<file path="src/rtl/warp_sched_pkg.sv">
package warp_sched_pkg;
  typedef struct packed {
    logic stepLane;
    logic restartCur;
    logic loadPick;
    logic idleLane;
  } seq_strobe_t;
endpackage

</file>
<file path="src/rtl/warp_rr_pick.sv">
module warp_rr_pick #(
  parameter int N = 24,
  parameter int W = 5
) (
  input  logic [N-1:0] reqMask,
  input  logic [W-1:0] lastIdx,
  output logic         found,
  output logic [W-1:0] pickIdx
);
  always_comb begin
    found   = 1'b0;
    pickIdx = '0;
    for (int k = 1; k <= N; k++) begin
      int c;
      c = int'(lastIdx) + k;
      if (c >= N) c = c - N;
      if (!found && reqMask[c]) begin
        found   = 1'b1;
        pickIdx = W'(c);
      end
    end
  end
endmodule

</file>
<file path="src/rtl/warp_sched_dp.sv">
module warp_sched_dp
  import warp_sched_pkg::*;
#(
  parameter int N  = 24,
  parameter int W  = 5,
  parameter int LW = 2
) (
  input  logic          clk,
  input  logic          rstN,
  input  seq_strobe_t   strb,
  input  logic [N-1:0]  warpReady,
  input  logic          excludeCur,
  output logic [W-1:0]  curWarp,
  output logic [LW-1:0] laneGroup,
  output logic          pickFound,
  output logic          curReady
);
  logic [N-1:0] curOneHot;
  logic [N-1:0] reqMask;
  logic [W-1:0] pickIdx;

  assign curOneHot = {{(N-1){1'b0}}, 1'b1} << curWarp;
  assign reqMask   = warpReady & ~(excludeCur ? curOneHot : '0);
  assign curReady  = warpReady[curWarp];

  warp_rr_pick #(.N(N), .W(W)) uPick (
    .reqMask (reqMask),
    .lastIdx (curWarp),
    .found   (pickFound),
    .pickIdx (pickIdx)
  );

  always_ff @(posedge clk) begin
    if (!rstN) begin
      curWarp   <= W'(N - 1);
      laneGroup <= '0;
    end else begin
      if (strb.loadPick) curWarp <= pickIdx;
      if (strb.stepLane) laneGroup <= laneGroup + LW'(1);
      else if (strb.restartCur || strb.loadPick || strb.idleLane) laneGroup <= '0;
    end
  end

  a_r5_pick_legal: assert property (@(posedge clk) disable iff (!rstN)
    pickFound |-> (warpReady[pickIdx] && !(excludeCur && pickIdx == curWarp)));
endmodule

</file>
<file path="src/rtl/warp_sched_ctrl.sv">
module warp_sched_ctrl
  import warp_sched_pkg::*;
#(
  parameter int LANE_CYC = 4,
  parameter int LW       = 2
) (
  input  logic          clk,
  input  logic          rstN,
  input  logic          modeCoarse,
  input  logic          shortStall,
  input  logic          longStall,
  input  logic          pickFound,
  input  logic          curReady,
  input  logic [LW-1:0] laneGroup,
  output seq_strobe_t   strb,
  output logic          excludeCur,
  output logic          busy
);
  logic haveCur;
  logic nextBusy, nextHave;
  logic isLast, boundary;

  assign isLast   = laneGroup == LW'(LANE_CYC - 1);
  assign boundary = !busy || isLast;
  assign excludeCur = haveCur && (modeCoarse ? longStall : (longStall || shortStall));

  always_comb begin
    strb     = '0;
    nextBusy = busy;
    nextHave = haveCur;
    if (!boundary) begin
      strb.stepLane = 1'b1;
    end else if (modeCoarse && haveCur && !longStall) begin
      if (curReady && !shortStall) begin
        strb.restartCur = 1'b1;
        nextBusy        = 1'b1;
      end else begin
        strb.idleLane = 1'b1;
        nextBusy      = 1'b0;
      end
    end else if (pickFound) begin
      strb.loadPick = 1'b1;
      nextBusy      = 1'b1;
      nextHave      = 1'b1;
    end else begin
      strb.idleLane = 1'b1;
      nextBusy      = 1'b0;
    end
  end

  always_ff @(posedge clk) begin
    if (!rstN) begin
      busy    <= 1'b0;
      haveCur <= 1'b0;
    end else begin
      busy    <= nextBusy;
      haveCur <= nextHave;
    end
  end

  a_r9_idle_lane_zero: assert property (@(posedge clk) disable iff (!rstN)
    !busy |-> laneGroup == '0);
  a_r2_lane_step: assert property (@(posedge clk) disable iff (!rstN)
    (busy && !isLast) |=> (busy && laneGroup == $past(laneGroup) + LW'(1)));
endmodule

</file>
<file path="src/rtl/warp_issue_sched.sv">
module warp_issue_sched
  import warp_sched_pkg::*;
#(
  parameter int NUM_WARPS = 24,
  parameter int WARP_SIZE = 32,
  parameter int LANES     = 8,
  localparam int LANE_CYC = WARP_SIZE / LANES,
  localparam int WID_W    = (NUM_WARPS > 1) ? $clog2(NUM_WARPS) : 1,
  localparam int LANE_W   = (LANE_CYC > 1) ? $clog2(LANE_CYC) : 1
) (
  input  logic                 clk,
  input  logic                 rstN,
  input  logic [NUM_WARPS-1:0] warpReady,
  input  logic                 modeCoarse,
  input  logic                 shortStall,
  input  logic                 longStall,
  output logic                 issueValid,
  output logic [WID_W-1:0]     issueWarp,
  output logic [LANE_W-1:0]    laneGroup
);
  seq_strobe_t strb;
  logic excludeCur, pickFound, curReady;
  logic endOfSeq;

  warp_sched_ctrl #(.LANE_CYC(LANE_CYC), .LW(LANE_W)) uCtrl (
    .clk        (clk),
    .rstN       (rstN),
    .modeCoarse (modeCoarse),
    .shortStall (shortStall),
    .longStall  (longStall),
    .pickFound  (pickFound),
    .curReady   (curReady),
    .laneGroup  (laneGroup),
    .strb       (strb),
    .excludeCur (excludeCur),
    .busy       (issueValid)
  );

  warp_sched_dp #(.N(NUM_WARPS), .W(WID_W), .LW(LANE_W)) uDp (
    .clk        (clk),
    .rstN       (rstN),
    .strb       (strb),
    .warpReady  (warpReady),
    .excludeCur (excludeCur),
    .curWarp    (issueWarp),
    .laneGroup  (laneGroup),
    .pickFound  (pickFound),
    .curReady   (curReady)
  );

  assign endOfSeq = issueValid && laneGroup == LANE_W'(LANE_CYC - 1);

  a_r3_warp_hold: assert property (@(posedge clk) disable iff (!rstN)
    (issueValid && !endOfSeq) |=> $stable(issueWarp));
  a_r6_coarse_keep: assert property (@(posedge clk) disable iff (!rstN)
    (endOfSeq && modeCoarse && !longStall && !shortStall && warpReady[issueWarp])
    |=> (issueValid && issueWarp == $past(issueWarp) && laneGroup == '0));
  a_r8_long_switch: assert property (@(posedge clk) disable iff (!rstN)
    (endOfSeq && modeCoarse && longStall) |=> (!issueValid || issueWarp != $past(issueWarp)));
  a_r9_none_ready: assert property (@(posedge clk) disable iff (!rstN)
    ((!issueValid || endOfSeq) && warpReady == '0) |=> !issueValid);
endmodule

</file>
<file path="config.mk">
export PLATFORM = sky130hd
export DESIGN_NAME = warp_issue_sched
export DESIGN_NICKNAME = d
export VERILOG_FILES = /design/src/rtl/warp_sched_pkg.sv /design/src/rtl/warp_rr_pick.sv /design/src/rtl/warp_sched_dp.sv /design/src/rtl/warp_sched_ctrl.sv /design/src/rtl/warp_issue_sched.sv
export SDC_FILE = /design/constraint.sdc
export NUM_CORES = 1
export LEC_CHECK = 0
export BUFFER_PORTS_ARGS = -buffer_cell sky130_fd_sc_hd__clkbuf_2
export CAP_MARGIN = 20
export CORE_ASPECT_RATIO = 0.8
export CORE_MARGIN = 5
export CORE_UTILIZATION = 35
export CTS_CLUSTER_SIZE = 24
export DETAILED_ROUTE_END_ITERATION = 16
export HOLD_SLACK_MARGIN = 0.15
export PLACE_DENSITY_LB_ADDON = 0.25
export SETUP_SLACK_MARGIN = 0.05
export SLEW_MARGIN = 20
export SYNTH_ARGS = -nofsm -noshare
export SYNTH_HDL_FRONTEND = slang
export SYNTH_HIERARCHICAL = 1
export SYNTH_SLANG_ARGS = --single-unit
</file>
<file path="constraint.sdc">
create_clock -name clk -period 6.4 [get_ports clk]
set_input_delay 0.32 -clock clk [delete_from_list [all_inputs] [get_ports clk]]
set_output_delay 0.32 -clock clk [all_outputs]
set_load 0.005 [all_outputs]
</file>
==> metrics.md <==
| Metric | Value |
|---|---|
| Outcome | `complete, no violations` |
| Relative slew slack | `0.277` |
| Layout Area Growth over Synthesis | `8.69%` |
| N_diodes | `0` |
| Routability cong. | `1.05` |
| Level count of the clock H-tree | `1` |
| Top-count cell post-synth | `nand2_1` |
| Final period util | `0.926` |
| CP peak stage delay | `530 ps` |
| Syn nets | `895` |
| Worst setup SP type | `flop` |
| Synth top area share | `0.0829` |
| Seq/Total Area, Yosys | `0.0288` |
| Final Util | `0.390` |
| Yosys warns | `6` |
| Post-route ant nets | `0` |
| Clk_skew | `9.06 ps` |
| Site row count | `43` |
| Worst path required time | `6510 ps` |
| Synth Register Bits | `9` |
| Die height | `130 um` |
| Core Region | `17,400 um^2` |
| Slew @ Worst Pin | `1080 ps` |
| Post-DP Area | `6710 um^2` |
| Largest net degree at the start of global routing | `54` |
| Routed WL per cell | `22.5 um` |
| RSZ-0062 raised after global routing | `no` |
| DRT Pass-1 Iters | `6` |
| Mapped cell area | `6250 um^2` |
| Num CTS Buffers | `3` |
| Setup TNS | `0 ps` |
| Async S/R FF share, synth | `0` |
| Die ar. | `20,600 um^2` |
| CP Max Fanout | `37` |
| Initial core utilization | `0.358` |
| Main synth FF type | `dfxtp_1` |
| First-pass GRT wire length | `37,400 um` |
| Yosys top cell by area | `mux4_2` |
| CTS tree | `yes` |
| Final setup violation count | `0` |
| Via Count | `6,920` |
| Root buffer cell | `clkbuf_16` |
| Hold buffer count at CTS | `0` |
| Proportion of layout cells with a drive suffix above 1 | `0.153` |
| Post-CTS Repair Setup Buffers | `0` |
| Count of different cell masters after synthesis | `89` |
| Hold Fails Final Rpt | `0` |
| CP Cell Sequence | `buf_12 -> ha_1 -> a21boi_0 -> nor2_1 -> inv_1 -> ha_1 -> a31oi_1 -> nor3_1 -> a21oi_1 -> mux2i_1 -> o221ai_1 -> nor4b_4 -> and3_1 -> nand3_4 -> nand4b_1 -> nor2b_1 -> and4_1 -> a22o_1 -> mux2i_1 -> nand2_1` |
| Crit path max-delay cell type | `dfxtp_2` |
| Clk_lat worst skew | `240 ps` |
| Max Slew Vio Count | `0` |
| Worst Path Class, Setup | `flop to flop` |
| Min-Delay Path Class | `input pin to flop` |
| Synth area leaders | `mux4_2 8.3%, ha_1 8.2%, mux2i_1 7.0%` |
| Final instance area | `6790 um^2` |
| Die Wd | `159 um` |
| Tmin final | `5930 ps` |
| Clk buf depth | `2` |
| Final WL | `24,100 um` |
| DRT iter0 DRCs | `698` |
| DR vias/cell | `6.47` |
| CTS Sinks | `9` |
| Post-synth EDFFs | `0` |
| Final nets | `916` |
| PortBufs | `36` |
| Clock-pin slew on the worst setup and hold paths | `40 ps` |
| Max-Cap Viols | `0` |
| I/O pins | `37` |
| Initial antenna violation count | `0` |
| DR DRC count | `0` |
| Vias in the first global route | `6,353` |
| Synth top cells by count | `81 x nand2_1, 58 x a21oi_1, 53 x nor2_1` |
| Fmax | `169 MHz` |
| Post-cts resize count | `0` |
| Avg Cell Area, Syn | `7.57 um^2` |
| CP Capture Type | `flop` |
| Worst EP arrival | `6040 ps` |
| Mapped Cells | `825` |
| Global Route Usage Sum | `0.223` |
| DP HPWL | `19,400 um` |
| Remaining Overflow, GRT | `0` |
cells in the final DEF (no fill, tap or decap), drive strengths merged, types with 10 or more instances in the layout:
master	n
nand2	81
a21oi	58
nor2	53
mux2i	44
inv	43
ha	41
clkbuf	40
mux4	33
xnor2	30
o21ai	29
buf	25
nor3	24
nor2b	23
nand3	22
a21boi	21
a211oi	19
o21a	18
a31oi	18
o211ai	13
and2	13
nand2b	12
o22ai	12
mux2	11
a21o	10
layout make-up:
cell class / instances / area (um^2)
inverters: 44 / 165
fillers: 1837 / 10600
well taps: 225 / 282
repair buffers: 61 / 405
multi-input cells: 727 / 5670
clock buffers: 4 / 78.8
flip-flops and latches: 9 / 186
metrics by stage:
step                      hold slack [ps]  instances  setup slack (ps)
after floorplan                       382        825              1050
after global placement                511       1066               669
after detailed placement              488       1066               680
after CTS                             351       1070               646
after global routing                  361       1070               185
final                                 351       1070               475
per-layer routing:
metal | GRT usage | share of wire
met5 | 0 | 0
met4 | 0.0441 | 0.017
met3 | 0.0509 | 0.11
met2 | 0.335 | 0.41
met1 | 0.328 | 0.46
cell families (layout without fill, tap and decap cells):
kind of cell,count (synthesis),in the layout,synth area share
XOR/XNOR,34,34,0.0489
AND/OR/NAND/NOR,285,285,0.245
multiplexers,88,88,0.215
buffers and inverters,89,109,0.0639
flip-flops,9,9,0.0288
AO/OA/AOI/OAI,279,279,0.316
adder cells (fa/ha/maj),41,41,0.0821
final timing paths:
path,startpoint,to,slack (ps),depth (start not counted)
worst min register to register,uCtrl/haveCur$_SDFFE_PN0P_,uCtrl/haveCur$_SDFFE_PN0P_,520,2
worst max register to register,uDp/curWarp[2]$_SDFFE_PN1P_,uDp/curWarp[1]$_SDFFE_PN1P_,470,20
worst min-delay path,rstN,uDp/curWarp[2]$_SDFFE_PN1P_,350,2
worst max-delay path,uDp/curWarp[2]$_SDFFE_PN1P_,uDp/curWarp[1]$_SDFFE_PN1P_,470,20
critical path: cells and delay by family (launching register included):
kind                       cells  cell delay [ps]
AOI/OAI and AO/OA              5             1290
adders and majority gates      2              600
buffers and inverters          2              350
DFF                            1              530
muxes                          2              520
and+or+nand+nor                9             2480
flip-flops by register name (all words and copies together), names as in the netlist:
register       count
uDp/curWarp        5
uCtrl/haveCur      1
uDp/laneGroup      2
uCtrl/busy         1
Power is not shown: default switching activity piles up to over one toggle a cycle in this logic, so the estimate is an artifact.
